===== config.mk =====
export PLATFORM = sky130hd
export DESIGN_NAME = pirq_flag_reg
export DESIGN_NICKNAME = d
export VERILOG_FILES = /design/src/rtl/pirq_pkg.sv /design/src/rtl/pirq_flag_cell.sv /design/src/rtl/pirq_buf_status.sv /design/src/rtl/pirq_regs.sv /design/src/rtl/pirq_flag_reg.sv
export SDC_FILE = /design/constraint.sdc
export NUM_CORES = 1
export LEC_CHECK = 0
export BUFFER_PORTS_ARGS = -buffer_cell sky130_fd_sc_hd__buf_2
export CORE_AREA = 2 2 57 59
export CTS_CLUSTER_SIZE = 25
export DETAILED_ROUTE_END_ITERATION = 16
export DIE_AREA = 0 0 59 61
export PLACE_DENSITY = 0.86
export SLEW_MARGIN = 25
export SYNTH_ARGS = -nofsm -noshare
export SYNTH_HDL_FRONTEND = slang
export SYNTH_SLANG_ARGS = --single-unit

===== constraint.sdc =====
create_clock -name clk -period 2.8 [get_ports clk]
set_clock_uncertainty 0.15 [all_clocks]
set_input_delay 0.56 -clock clk [delete_from_list [all_inputs] [get_ports clk]]
set_output_delay 0.56 -clock clk [all_outputs]
set_load 0.05 [all_outputs]

===== src/rtl/pirq_pkg.sv =====
package pirq_pkg;
  localparam int FLAG_W = 8;

  // bit positions inside the flag register
  localparam int B_T1  = 0;
  localparam int B_T2  = 1;
  localparam int B_CCP = 2;
  localparam int B_USB = 3;
  localparam int B_TX  = 4;
  localparam int B_RX  = 5;
  localparam int B_ADC = 6;
  localparam int B_PSP = 7;

  // register addresses
  localparam int A_FLAG = 0;
  localparam int A_MASK = 1;
  localparam int A_CTRL = 2;
  localparam int A_RXD  = 3;
  localparam int A_TXD  = 4;

  typedef enum logic [1:0] {
    CCP_OFF     = 2'd0,
    CCP_CAPTURE = 2'd1,
    CCP_COMPARE = 2'd2,
    CCP_PWM     = 2'd3
  } ccp_mode_e;
endpackage


===== src/rtl/pirq_flag_cell.sv =====
module pirq_flag_cell #(
  parameter bit PRESENT = 1'b1
) (
  input  logic clk,
  input  logic rst,
  input  logic set_i,
  input  logic wr_i,
  input  logic wd_i,
  output logic q_o
);
  generate
    if (PRESENT) begin : g_live
      logic q;
      // hardware set has priority over a software write
      always_ff @(posedge clk) begin
        if (rst)        q <= 1'b0;
        else if (set_i) q <= 1'b1;
        else if (wr_i)  q <= wd_i;
      end
      assign q_o = q;
    end else begin : g_reserved
      logic unused_cell;
      assign unused_cell = ^{clk, rst, set_i, wr_i, wd_i};
      assign q_o = 1'b0;
    end
  endgenerate
endmodule


===== src/rtl/pirq_buf_status.sv =====
module pirq_buf_status (
  input  logic clk,
  input  logic rst,
  input  logic rx_arrive_i,
  input  logic rx_read_i,
  input  logic tx_taken_i,
  input  logic tx_write_i,
  output logic rx_full_o,
  output logic tx_empty_o
);
  // a new byte arriving while the old one is read leaves the buffer full
  always_ff @(posedge clk) begin
    if (rst)              rx_full_o <= 1'b0;
    else if (rx_arrive_i) rx_full_o <= 1'b1;
    else if (rx_read_i)   rx_full_o <= 1'b0;
  end

  // a fresh write refills the buffer even as the shifter drains it
  always_ff @(posedge clk) begin
    if (rst)             tx_empty_o <= 1'b0;
    else if (tx_write_i) tx_empty_o <= 1'b0;
    else if (tx_taken_i) tx_empty_o <= 1'b1;
  end
endmodule


===== src/rtl/pirq_regs.sv =====
module pirq_regs #(
  parameter int ADDR_W = 3,
  parameter int W      = 8
) (
  input  logic              clk,
  input  logic              rst,
  input  logic [ADDR_W-1:0] addr_i,
  input  logic              wr_i,
  input  logic              rd_i,
  input  logic [W-1:0]      wdata_i,
  input  logic [W-1:0]      flags_i,
  input  logic [W-1:0]      rx_byte_i,
  output logic [W-1:0]      mask_o,
  output logic              gie_o,
  output logic [W-1:0]      rdata_o,
  output logic [W-1:0]      tx_byte_o,
  output logic              tx_push_o,
  output logic              flag_wr_o,
  output logic              rx_read_o,
  output logic              tx_write_o
);
  import pirq_pkg::*;

  logic sel_flag, sel_mask, sel_ctrl, sel_rxd, sel_txd;
  logic [W-1:0] rd_mux;

  assign sel_flag = (addr_i == ADDR_W'(A_FLAG));
  assign sel_mask = (addr_i == ADDR_W'(A_MASK));
  assign sel_ctrl = (addr_i == ADDR_W'(A_CTRL));
  assign sel_rxd  = (addr_i == ADDR_W'(A_RXD));
  assign sel_txd  = (addr_i == ADDR_W'(A_TXD));

  assign flag_wr_o  = wr_i & sel_flag;
  assign rx_read_o  = rd_i & sel_rxd;
  assign tx_write_o = wr_i & sel_txd;

  always_comb begin
    rd_mux = '0;
    if (sel_flag)      rd_mux = flags_i;
    else if (sel_mask) rd_mux = mask_o;
    else if (sel_ctrl) rd_mux = {{(W-1){1'b0}}, gie_o};
    else if (sel_rxd)  rd_mux = rx_byte_i;
  end

  always_ff @(posedge clk) begin
    if (rst) begin
      mask_o    <= '0;
      gie_o     <= 1'b0;
      rdata_o   <= '0;
      tx_byte_o <= '0;
      tx_push_o <= 1'b0;
    end else begin
      if (wr_i && sel_mask) mask_o <= wdata_i;
      if (wr_i && sel_ctrl) gie_o  <= wdata_i[0];
      if (tx_write_o)       tx_byte_o <= wdata_i;
      tx_push_o <= tx_write_o;
      rdata_o   <= rd_i ? rd_mux : '0;
    end
  end
endmodule


===== src/rtl/pirq_flag_reg.sv =====
module pirq_flag_reg #(
  parameter int ADDR_W  = 3,
  parameter bit HAS_PSP = 1'b1
) (
  input  logic              clk,
  input  logic              rst,
  input  logic [ADDR_W-1:0] bus_addr,
  input  logic              bus_wr,
  input  logic              bus_rd,
  input  logic [7:0]        bus_wdata,
  output logic [7:0]        bus_rdata,
  input  logic              tmr1_ovf,
  input  logic              tmr2_hit,
  input  logic [1:0]        ccp_mode,
  input  logic              ccp_capture,
  input  logic              ccp_match,
  input  logic              usb_event,
  input  logic              adc_done,
  input  logic              psp_access,
  input  logic              ser_rx_arrive,
  input  logic [7:0]        ser_rx_byte,
  input  logic              ser_tx_taken,
  output logic [7:0]        tx_byte,
  output logic              tx_push,
  output logic [7:0]        flags,
  output logic              irq
);
  import pirq_pkg::*;

  ccp_mode_e         mode;
  logic              ccp_fire;
  logic [FLAG_W-1:0] evt;
  logic [FLAG_W-1:0] flag_q;
  logic [FLAG_W-1:0] mask;
  logic              gie;
  logic              flag_wr, rx_read, tx_write;

  assign mode     = ccp_mode_e'(ccp_mode);
  assign ccp_fire = ((mode == CCP_CAPTURE) && ccp_capture) ||
                    ((mode == CCP_COMPARE) && ccp_match);

  always_comb begin
    evt        = '0;
    evt[B_T1]  = tmr1_ovf;
    evt[B_T2]  = tmr2_hit;
    evt[B_CCP] = ccp_fire;
    evt[B_USB] = usb_event;
    evt[B_TX]  = ser_tx_taken;
    evt[B_RX]  = ser_rx_arrive;
    evt[B_ADC] = adc_done;
    evt[B_PSP] = psp_access;
  end

  genvar i;
  generate
    for (i = 0; i < FLAG_W; i++) begin : g_bit
      if (i != B_RX && i != B_TX) begin : g_sticky
        pirq_flag_cell #(
          .PRESENT((i == B_PSP) ? HAS_PSP : 1'b1)
        ) u_cell (
          .clk  (clk),
          .rst  (rst),
          .set_i(evt[i]),
          .wr_i (flag_wr),
          .wd_i (bus_wdata[i]),
          .q_o  (flag_q[i])
        );
      end
    end
  endgenerate

  pirq_buf_status u_buf (
    .clk        (clk),
    .rst        (rst),
    .rx_arrive_i(evt[B_RX]),
    .rx_read_i  (rx_read),
    .tx_taken_i (evt[B_TX]),
    .tx_write_i (tx_write),
    .rx_full_o  (flag_q[B_RX]),
    .tx_empty_o (flag_q[B_TX])
  );

  pirq_regs #(
    .ADDR_W(ADDR_W),
    .W     (FLAG_W)
  ) u_regs (
    .clk       (clk),
    .rst       (rst),
    .addr_i    (bus_addr),
    .wr_i      (bus_wr),
    .rd_i      (bus_rd),
    .wdata_i   (bus_wdata),
    .flags_i   (flag_q),
    .rx_byte_i (ser_rx_byte),
    .mask_o    (mask),
    .gie_o     (gie),
    .rdata_o   (bus_rdata),
    .tx_byte_o (tx_byte),
    .tx_push_o (tx_push),
    .flag_wr_o (flag_wr),
    .rx_read_o (rx_read),
    .tx_write_o(tx_write)
  );

  assign flags = flag_q;
  assign irq   = gie & (|(flag_q & mask));
endmodule


==> results of run 1 <==
placed cells by master, fill, tap and decap left out:
cell type,count
a2111oi_0,6
a2111oi_2,1
a21oi_1,7
a22o_1,8
a22oi_1,4
a31oi_1,1
a31oi_2,1
a41oi_1,1
and4b_1,1
and4bb_2,2
buf_2,59
clkbuf_4,5
clkbuf_8,1
clkinv_2,1
clkinvlp_4,1
dfxtp_1,34
inv_1,6
mux2i_1,16
nand2_1,7
nand2b_1,1
nand3b_1,2
nand4b_1,1
nor2_1,26
nor3b_1,2
nor4b_4,1
o21a_1,1
or3_2,1
or3b_1,1
Yosys cell counts (all sizes together), types with 2 or more instances:
cell	instances	area, µm²
a2111oi	7	67.6
a21oi	7	35.0
a22o	8	70.1
a22oi	4	30.0
a31oi	2	18.8
and4bb	2	25.0
buf	13	91.3
clkbuf	4	15.0
dfxtp	34	681
inv	6	22.5
mux2i	16	160
nand2	7	26.3
nand3b	2	15.0
nor2	26	97.6
nor3b	2	15.0
kinds of logic after synthesis:
kind of cell	Yosys count	synth area share [%]
AND/OR/NAND/NOR	45	16.8
flip-flops	34	46.9
AO/OA/AOI/OAI	30	16.4
buffers and inverters	23	8.88
multiplexers	16	11.0
flip-flops by register name (all words and copies together) (netlist names):
signal,cells
u_regs.gie_o,1
u_buf.tx_empty_o,1
u_regs.mask_o,8
g_bit.g_sticky.u_cell.q_o,6
u_regs.rdata_o,8
u_buf.rx_full_o,1
u_regs.tx_push_o,1
u_regs.tx_byte_o,8
worst max-delay path by stage:
stage / cells after the start / endpoint / startpoint / slack [ns]
after CTS: 3 / irq / g_bit[1].g_sticky.u_cell.q_o / 0.68
after detailed placement: 3 / u_regs.rdata_o[5] / rst / 0.85
final: 3 / irq / g_bit[1].g_sticky.u_cell.q_o / 0.70
after global placement: 4 / g_bit[2].g_sticky.u_cell.q_o / bus_addr[0] / 0.87
after floorplan: 2 / irq / g_bit[3].g_sticky.u_cell.q_o / 0.75
after global routing: 3 / irq / g_bit[1].g_sticky.u_cell.q_o / 0.62
critical path: cells and delay by family (launching register included):
kind / cells / cell delay [ns]
buf+inv: 1 / 0.30
flops: 1 / 0.42
compound gates: 2 / 0.33
layout make-up:
class,count,share of cell area [%]
clock inverters,2,0.717
multi-input cells,91,36.8
flip-flops and latches,34,39.0
inverters,6,1.29
repair buffers,59,16.9
well taps,33,2.37
clock buffers,6,2.94
metal layers:
| metal | GRT usage (%) | vias to the layer above | wire length [µm] |
|---|---|---|---|
| li1 | - | 615 | - |
| met1 | 23.8 | 598 | 1450 |
| met2 | 31.1 | 46 | 1480 |
| met3 | 4.69 | 3 | 185 |
| met4 | 5.84 | 0 | 18 |
| met5 | 0 | - | 0 |
metrics by stage:
stage | util, % | hold WS [ns] | total power [mW] | std cells | instance area, µm²
final | 59.1 | 0.269 | 0.960 | 231 | 1750
after global routing | 59.1 | 0.269 | 1.00 | 231 | 1750
after CTS | 59.1 | 0.262 | 0.963 | 231 | 1750
after detailed placement | 56.9 | 0.311 | 0.679 | 223 | 1680
after global placement | 56.9 | 0.307 | 0.677 | 223 | 1680
after floorplan | - | 0.333 | 0.639 | 148 | 1450
power groups by stage:
stage | combinational, mW | sequential (mW) | clock, mW
floorplan | 0.0954 | 0.544 | 0
global placement | 0.151 | 0.526 | 0
detailed placement | 0.153 | 0.526 | 0
CTS | 0.154 | 0.515 | 0.294
global route | 0.166 | 0.517 | 0.317
finish | 0.153 | 0.515 | 0.292
==> metrics.yaml, run 1 <==
p_seq_share_pct: 53.6
final.period_utilization_pct: 74.9
arrival_ns: 1.39
setup_ws_ns: 0.703
vias: 1262
clock_power_share_pct: 30.4
r2r_setup_slack_ns: 1.68
finalSetupViolations: 0
power_switching_mw: 0.288
cp_max_fo: 4
ys_seq_elements: 34
status: "finished clean"
cts_root_buf: "clkbuf_4"
cts_tree: "built"
multiInputGateArea_um2: 642
dp_hpwl_mm: 2.34
synthesis.area_um2: 1450
cellPowerDensity_nw_per_um2: 550
clkTransAtPathRegs_ns: 0.12
rsz0062_at_grt: "no"
syn_nets: 182
htreeDepth: 2
pwr-share-comb_pct: 15.9
hold_start: "ser_tx_taken"
clockBufferDepth: 2
cts_setup_buffers: 0
nets: 231
grt_max_degree: 20
clkLatencyLatePin_ns: 0.34
slowest_delay_ns: 0.42
antenna_cells: 0
numCtsBuffers: 5
via_per_inst: 5.46
max_freq_ghz: 0.477
hold_end: "u_buf.tx_empty_o"
max-slew-margin-rel_pct: 61.7
reg2reg_from: "u_buf.rx_full_o"
dieArea_um2: 3600
ys_warn_count: 0
crit_path_top_delay_cell: "dfxtp_1"
grt_pass1_wl_mm: 5.04
critPathKind: "reg2out"
post_cts_resized: 0
antenna_left: 0
ys_seq_area_share_pct: 46.9
finalMaxSlewViolations: 0
grt_pass1_vias: 1137
fin_tns_setup_ns: 0
cts_hold_buf: 0
ios: 60
portBuffers: 59
rr_worst_depth: 2
intPower_mw: 0.672
start_util_pct: 49.2
synth_edf_count: 0
async_flop_share_pct: 0
syn_to_final_growth_pct: 20.3
drive_above_1_share_pct: 36.9
firstDrtPassIters: 4
hp-class: "in2reg"
path_cells: "a22oi_1, a41oi_1, buf_2"
rows: 20
die_w_um: 59
die-height_um: 61
synth-main-ff-cell: "dfxtp_1"
finalHoldViolCount: 0
hold_depth: 2
dr.first_iter.drc_count: 21
netlist_instances: 148
irDropWorstVdd_uv: 291
reg2reg_to: "u_regs.rdata_o[5]"
wl_per_cell_um: 13.5
cap_violations: 0
end_kind: "primary output"
routed_wl_mm: 3.13
worstMarginPinSlew_ns: 0.573
power.leakage_nw: 0.800
register_area_um2: 681
synth.avg_cell_area_um2: 9.81
critPathLaunchType: "flip-flop"
fill_cells: 276
antenna_found_initial: 0
coreArea_um2: 2950
place_ws_ns: 0.852
cp.required_ns: 2.09
p_sw_share_pct: 30.0
grt_overflow: 0
clock-sinks: 34
yosysUniqueCellTypes: 27
grt.total_usage_pct: 18.6
finalCriticalPeriod_ns: 2.10
remaining_drc_errors: 0
gp_congestion: 0.831
No activity file was read; power rests on OpenSTA's default activity.
==> run 2: changes to the inputs <==
--- a/config.mk
+++ b/config.mk
@@ -5,12 +5,13 @@
 export SDC_FILE = /design/constraint.sdc
 export NUM_CORES = 1
 export LEC_CHECK = 0
+export ABC_AREA = 1
 export BUFFER_PORTS_ARGS = -buffer_cell sky130_fd_sc_hd__buf_2
-export CORE_AREA = 2 2 57 59
+export CORE_AREA = 2 2 64 66
 export CTS_CLUSTER_SIZE = 25
 export DETAILED_ROUTE_END_ITERATION = 16
-export DIE_AREA = 0 0 59 61
-export PLACE_DENSITY = 0.86
+export DIE_AREA = 0 0 66 68
+export PLACE_DENSITY = 0.79
 export SLEW_MARGIN = 25
 export SYNTH_ARGS = -nofsm -noshare
 export SYNTH_HDL_FRONTEND = slang
==> constraint.sdc (replaced) <==
create_clock -name clk -period 1.86 [get_ports clk]
set_clock_uncertainty 0.15 [all_clocks]
set_input_delay 0.372 -clock clk [delete_from_list [all_inputs] [get_ports clk]]
set_output_delay 0.372 -clock clk [all_outputs]
set_load 0.05 [all_outputs]
==> run 2 against run 1 <==
Net effect:
- die area up 25%
- via count up 26%
- total power up 66%
- combinational power up 71%
- worst hold slack worse by 0.14 ns
- first-iteration DRC count rose to 4.9 times the previous value
- largest power group unchanged
==> metrics.yaml, run 2 <==
mostFrequentLayoutCell: "nand2_1"  # was buf_2
netlist_instances: 236  # was 148
synth_edf_count: 0  # unchanged
grt.met1_usage_pct: 23.4  # was 23.8%
portBuffers: 59  # unchanged
clockBufferDepth: 2  # unchanged
via_per_inst: 4.66  # was 5.46
cp_max_fo: 4  # unchanged
drive_above_1_share_pct: 26.4  # was 36.9%
hold_start: "rst"  # was ser_tx_taken
dpl.cell_count: 334  # was 223
remaining_drc_errors: 0  # unchanged
die-height_um: 68  # was 61 µm
synth_most_common_cell: "nand2_1"  # was dfxtp_1
setup_ws_ns: 0.0796  # was 0.703 ns
worstMarginPinSlew_ns: 0.448  # was 0.573 ns
final_cells: 342  # was 231
cellPowerDensity_nw_per_um2: 799  # was 550 nW/µm²
total_power_mw: 1.60  # was 0.960 mW
fin_tns_setup_ns: 0  # unchanged
antenna_left: 0  # unchanged
synth_top_area_cell: "dfxtp_1"  # unchanged
grt_pass1_vias: 1423  # was 1137
yosysUniqueCellTypes: 21  # was 27
numCtsBuffers: 5  # unchanged
ys_seq_area_share_pct: 42.0  # was 46.9%
register_area_um2: 681  # unchanged
grt.busiest_layer: "met2"  # unchanged
clkLatencyLatePin_ns: 0.28  # was 0.34 ns
vias: 1593  # was 1262
synthTopCellsByCount: "59 x nand2_1, 41 x nand3_1, 35 x inv_1, 34 x dfxtp_1, 24 x nor2_1"  # was 34 x dfxtp_1, 26 x nor2_1, 16 x mux2i_1, 8 x a22o_1, 8 x buf_4
gp_congestion: 0.850  # was 0.831
met3_usage_pct: 4.44  # was 4.69%
finalSetupViolations: 0  # unchanged
max_freq_ghz: 0.562
hp-class: "in2reg"  # unchanged
cp.required_ns: 1.34  # was 2.09 ns
crit_start: "g_bit[7].g_sticky.u_cell.q_o"  # was g_bit[1].g_sticky.u_cell.q_o
synth_top_area_share_pct: 42.0  # was 46.9%
synth.avg_cell_area_um2: 6.87  # was 9.81 µm²
mostFrequentLayoutCells: "59 x nand2_1, 58 x buf_2, 41 x nand3_1, 35 x inv_1, 34 x dfxtp_1"  # was 59 x buf_2, 34 x dfxtp_1, 26 x nor2_1, 16 x mux2i_1, 8 x a22o_1
coreArea_um2: 3860  # was 2950 µm²
dp_hpwl_mm: 2.93  # was 2.34 mm
place_ws_ns: 0.324  # was 0.852 ns
fill_cells: 428  # was 276
antenna_cells: 0  # unchanged
wl_per_cell_um: 11.1  # was 13.5 µm
rows: 23  # was 20
dr.first_iter.drc_count: 102  # was 21
ios: 60  # unchanged
ys_seq_elements: 34  # unchanged
grt.total_usage_pct: 18.5  # was 18.6%
syn_nets: 270  # was 182
routed_wl_mm: 3.80  # was 3.13 mm
antenna_found_initial: 0  # unchanged
cts_root_buf: "clkbuf_8"  # was clkbuf_4
clock-sinks: 34  # unchanged
critPathKind: "reg2out"  # unchanged
grt_overflow: 0  # unchanged
use_met2_pct: 29.9  # was 31.1%
hold_depth: 2  # unchanged
power.leakage_nw: 1.12  # was 0.800 nW
ys_warn_count: 0  # unchanged
status: "finished clean"  # unchanged
fin_worst_hold_slack_ns: 0.132  # was 0.269 ns
irDropWorstVdd_uv: 528  # was 291 µV
multiInputGateArea_um2: 696  # was 642 µm²
die_w_um: 66  # was 59 µm
htreeDepth: 2  # unchanged
dieArea_um2: 4490  # was 3600 µm²
grt_pass1_wl_mm: 6.28  # was 5.04 mm
clkTransAtPathRegs_ns: 0.07  # was 0.12 ns
finalMaxSlewViolations: 0  # unchanged
cap_violations: 0  # unchanged
rr_worst_depth: 4  # was 2
arrival_ns: 1.26  # was 1.39 ns
finalHoldViolCount: 0  # unchanged
final.period_utilization_pct: 95.7
synth-main-ff-cell: "dfxtp_1"  # unchanged
async_flop_share_pct: 0  # unchanged
end_kind: "primary output"  # unchanged
reg_top3: "u_regs.mask_o: 8 flops, u_regs.rdata_o: 8 flops, u_regs.tx_byte_o: 8 flops"  # unchanged
grt_max_degree: 19  # was 20
synthTopCellsByArea: "dfxtp_1 42%, nand2_1 14%, nand3_1 13%"  # was dfxtp_1 47%, mux2i_1 11%, nor2_1 6.7%
max-slew-margin-rel_pct: 70.0  # was 61.7%
synthesis.area_um2: 1620  # was 1450 µm²
critPathLaunchType: "flip-flop"  # unchanged
rsz0062_at_grt: "no"  # unchanged
cts_tree: "built"  # unchanged
nets: 325  # was 231
finalCriticalPeriod_ns: 1.78
syn_to_final_growth_pct: 23.3  # was 20.3%
start_util_pct: 42.1  # was 49.2%
reg2reg_from: "u_buf.tx_empty_o"  # was u_buf.rx_full_o
firstDrtPassIters: 4  # unchanged
-- run 2: critical path: stages, from the launching register on --
cell and delay (ns):
dfxtp_1 0.40, nand2_1 0.08, nand4_1 0.10, nor2_1 0.05, nor2_1 0.10, clkbuf_4 0.24
-- run 2: where the power goes --
group	switching, mW	internal (mW)
Clock	0.259	0.298
Sequential	0.0236	0.756
Combinational	0.180	0.0814
-- run 2: repair_timing --
| action | in CTS | in global routing |
|---|---|---|
| gates resized for setup | 0 | 1 |
| setup endpoints to repair | 0 | 1 |
| hold buffers | 0 | 0 |
| endpoints found under the hold margin | 0 | 0 |
| setup buffers | 0 | 0 |
-- run 2: final cells by class --
cell class                 count  area share [%]
multi-input combinational    150            34.8
inverter                      37            7.07
tap                           50            3.13
clock inverter                 1           0.250
timing repair buffer          63            16.4
sequential                    34            34.0
clock buffer                   7            4.32
-- run 2: logic make-up after synthesis --
kind of cell,Yosys count,synth area share [%]
buffers and inverters,52,15.1
AND/OR/NAND/NOR,139,39.2
flip-flops,34,42.0
AO/OA/AOI/OAI,11,3.70
-- run 2: worst paths after layout --
path	slack (ns)	endpoint
setup / recovery	0.08	irq
hold / removal	0.13	u_buf.rx_full_o
setup reg to reg	0.95	u_regs.rdata_o[4]
hold reg to reg	0.33	u_regs.tx_byte_o[7]
-- run 2: per-stage QoR --
step                      utilization (%)  instance area, µm²
after detailed placement             49.4                1910
after global placement               49.4                1910
after global routing                 51.8                2000
after floorplan                         -                1620
final                                51.8                2000
after CTS                            51.8                2000
-- run 2: layer usage --
metal	part of all wire (%)	up-vias
li1	-	843
met5	0	-
met4	1.8	0
met1	46	696
met2	45	49
met3	6.8	5
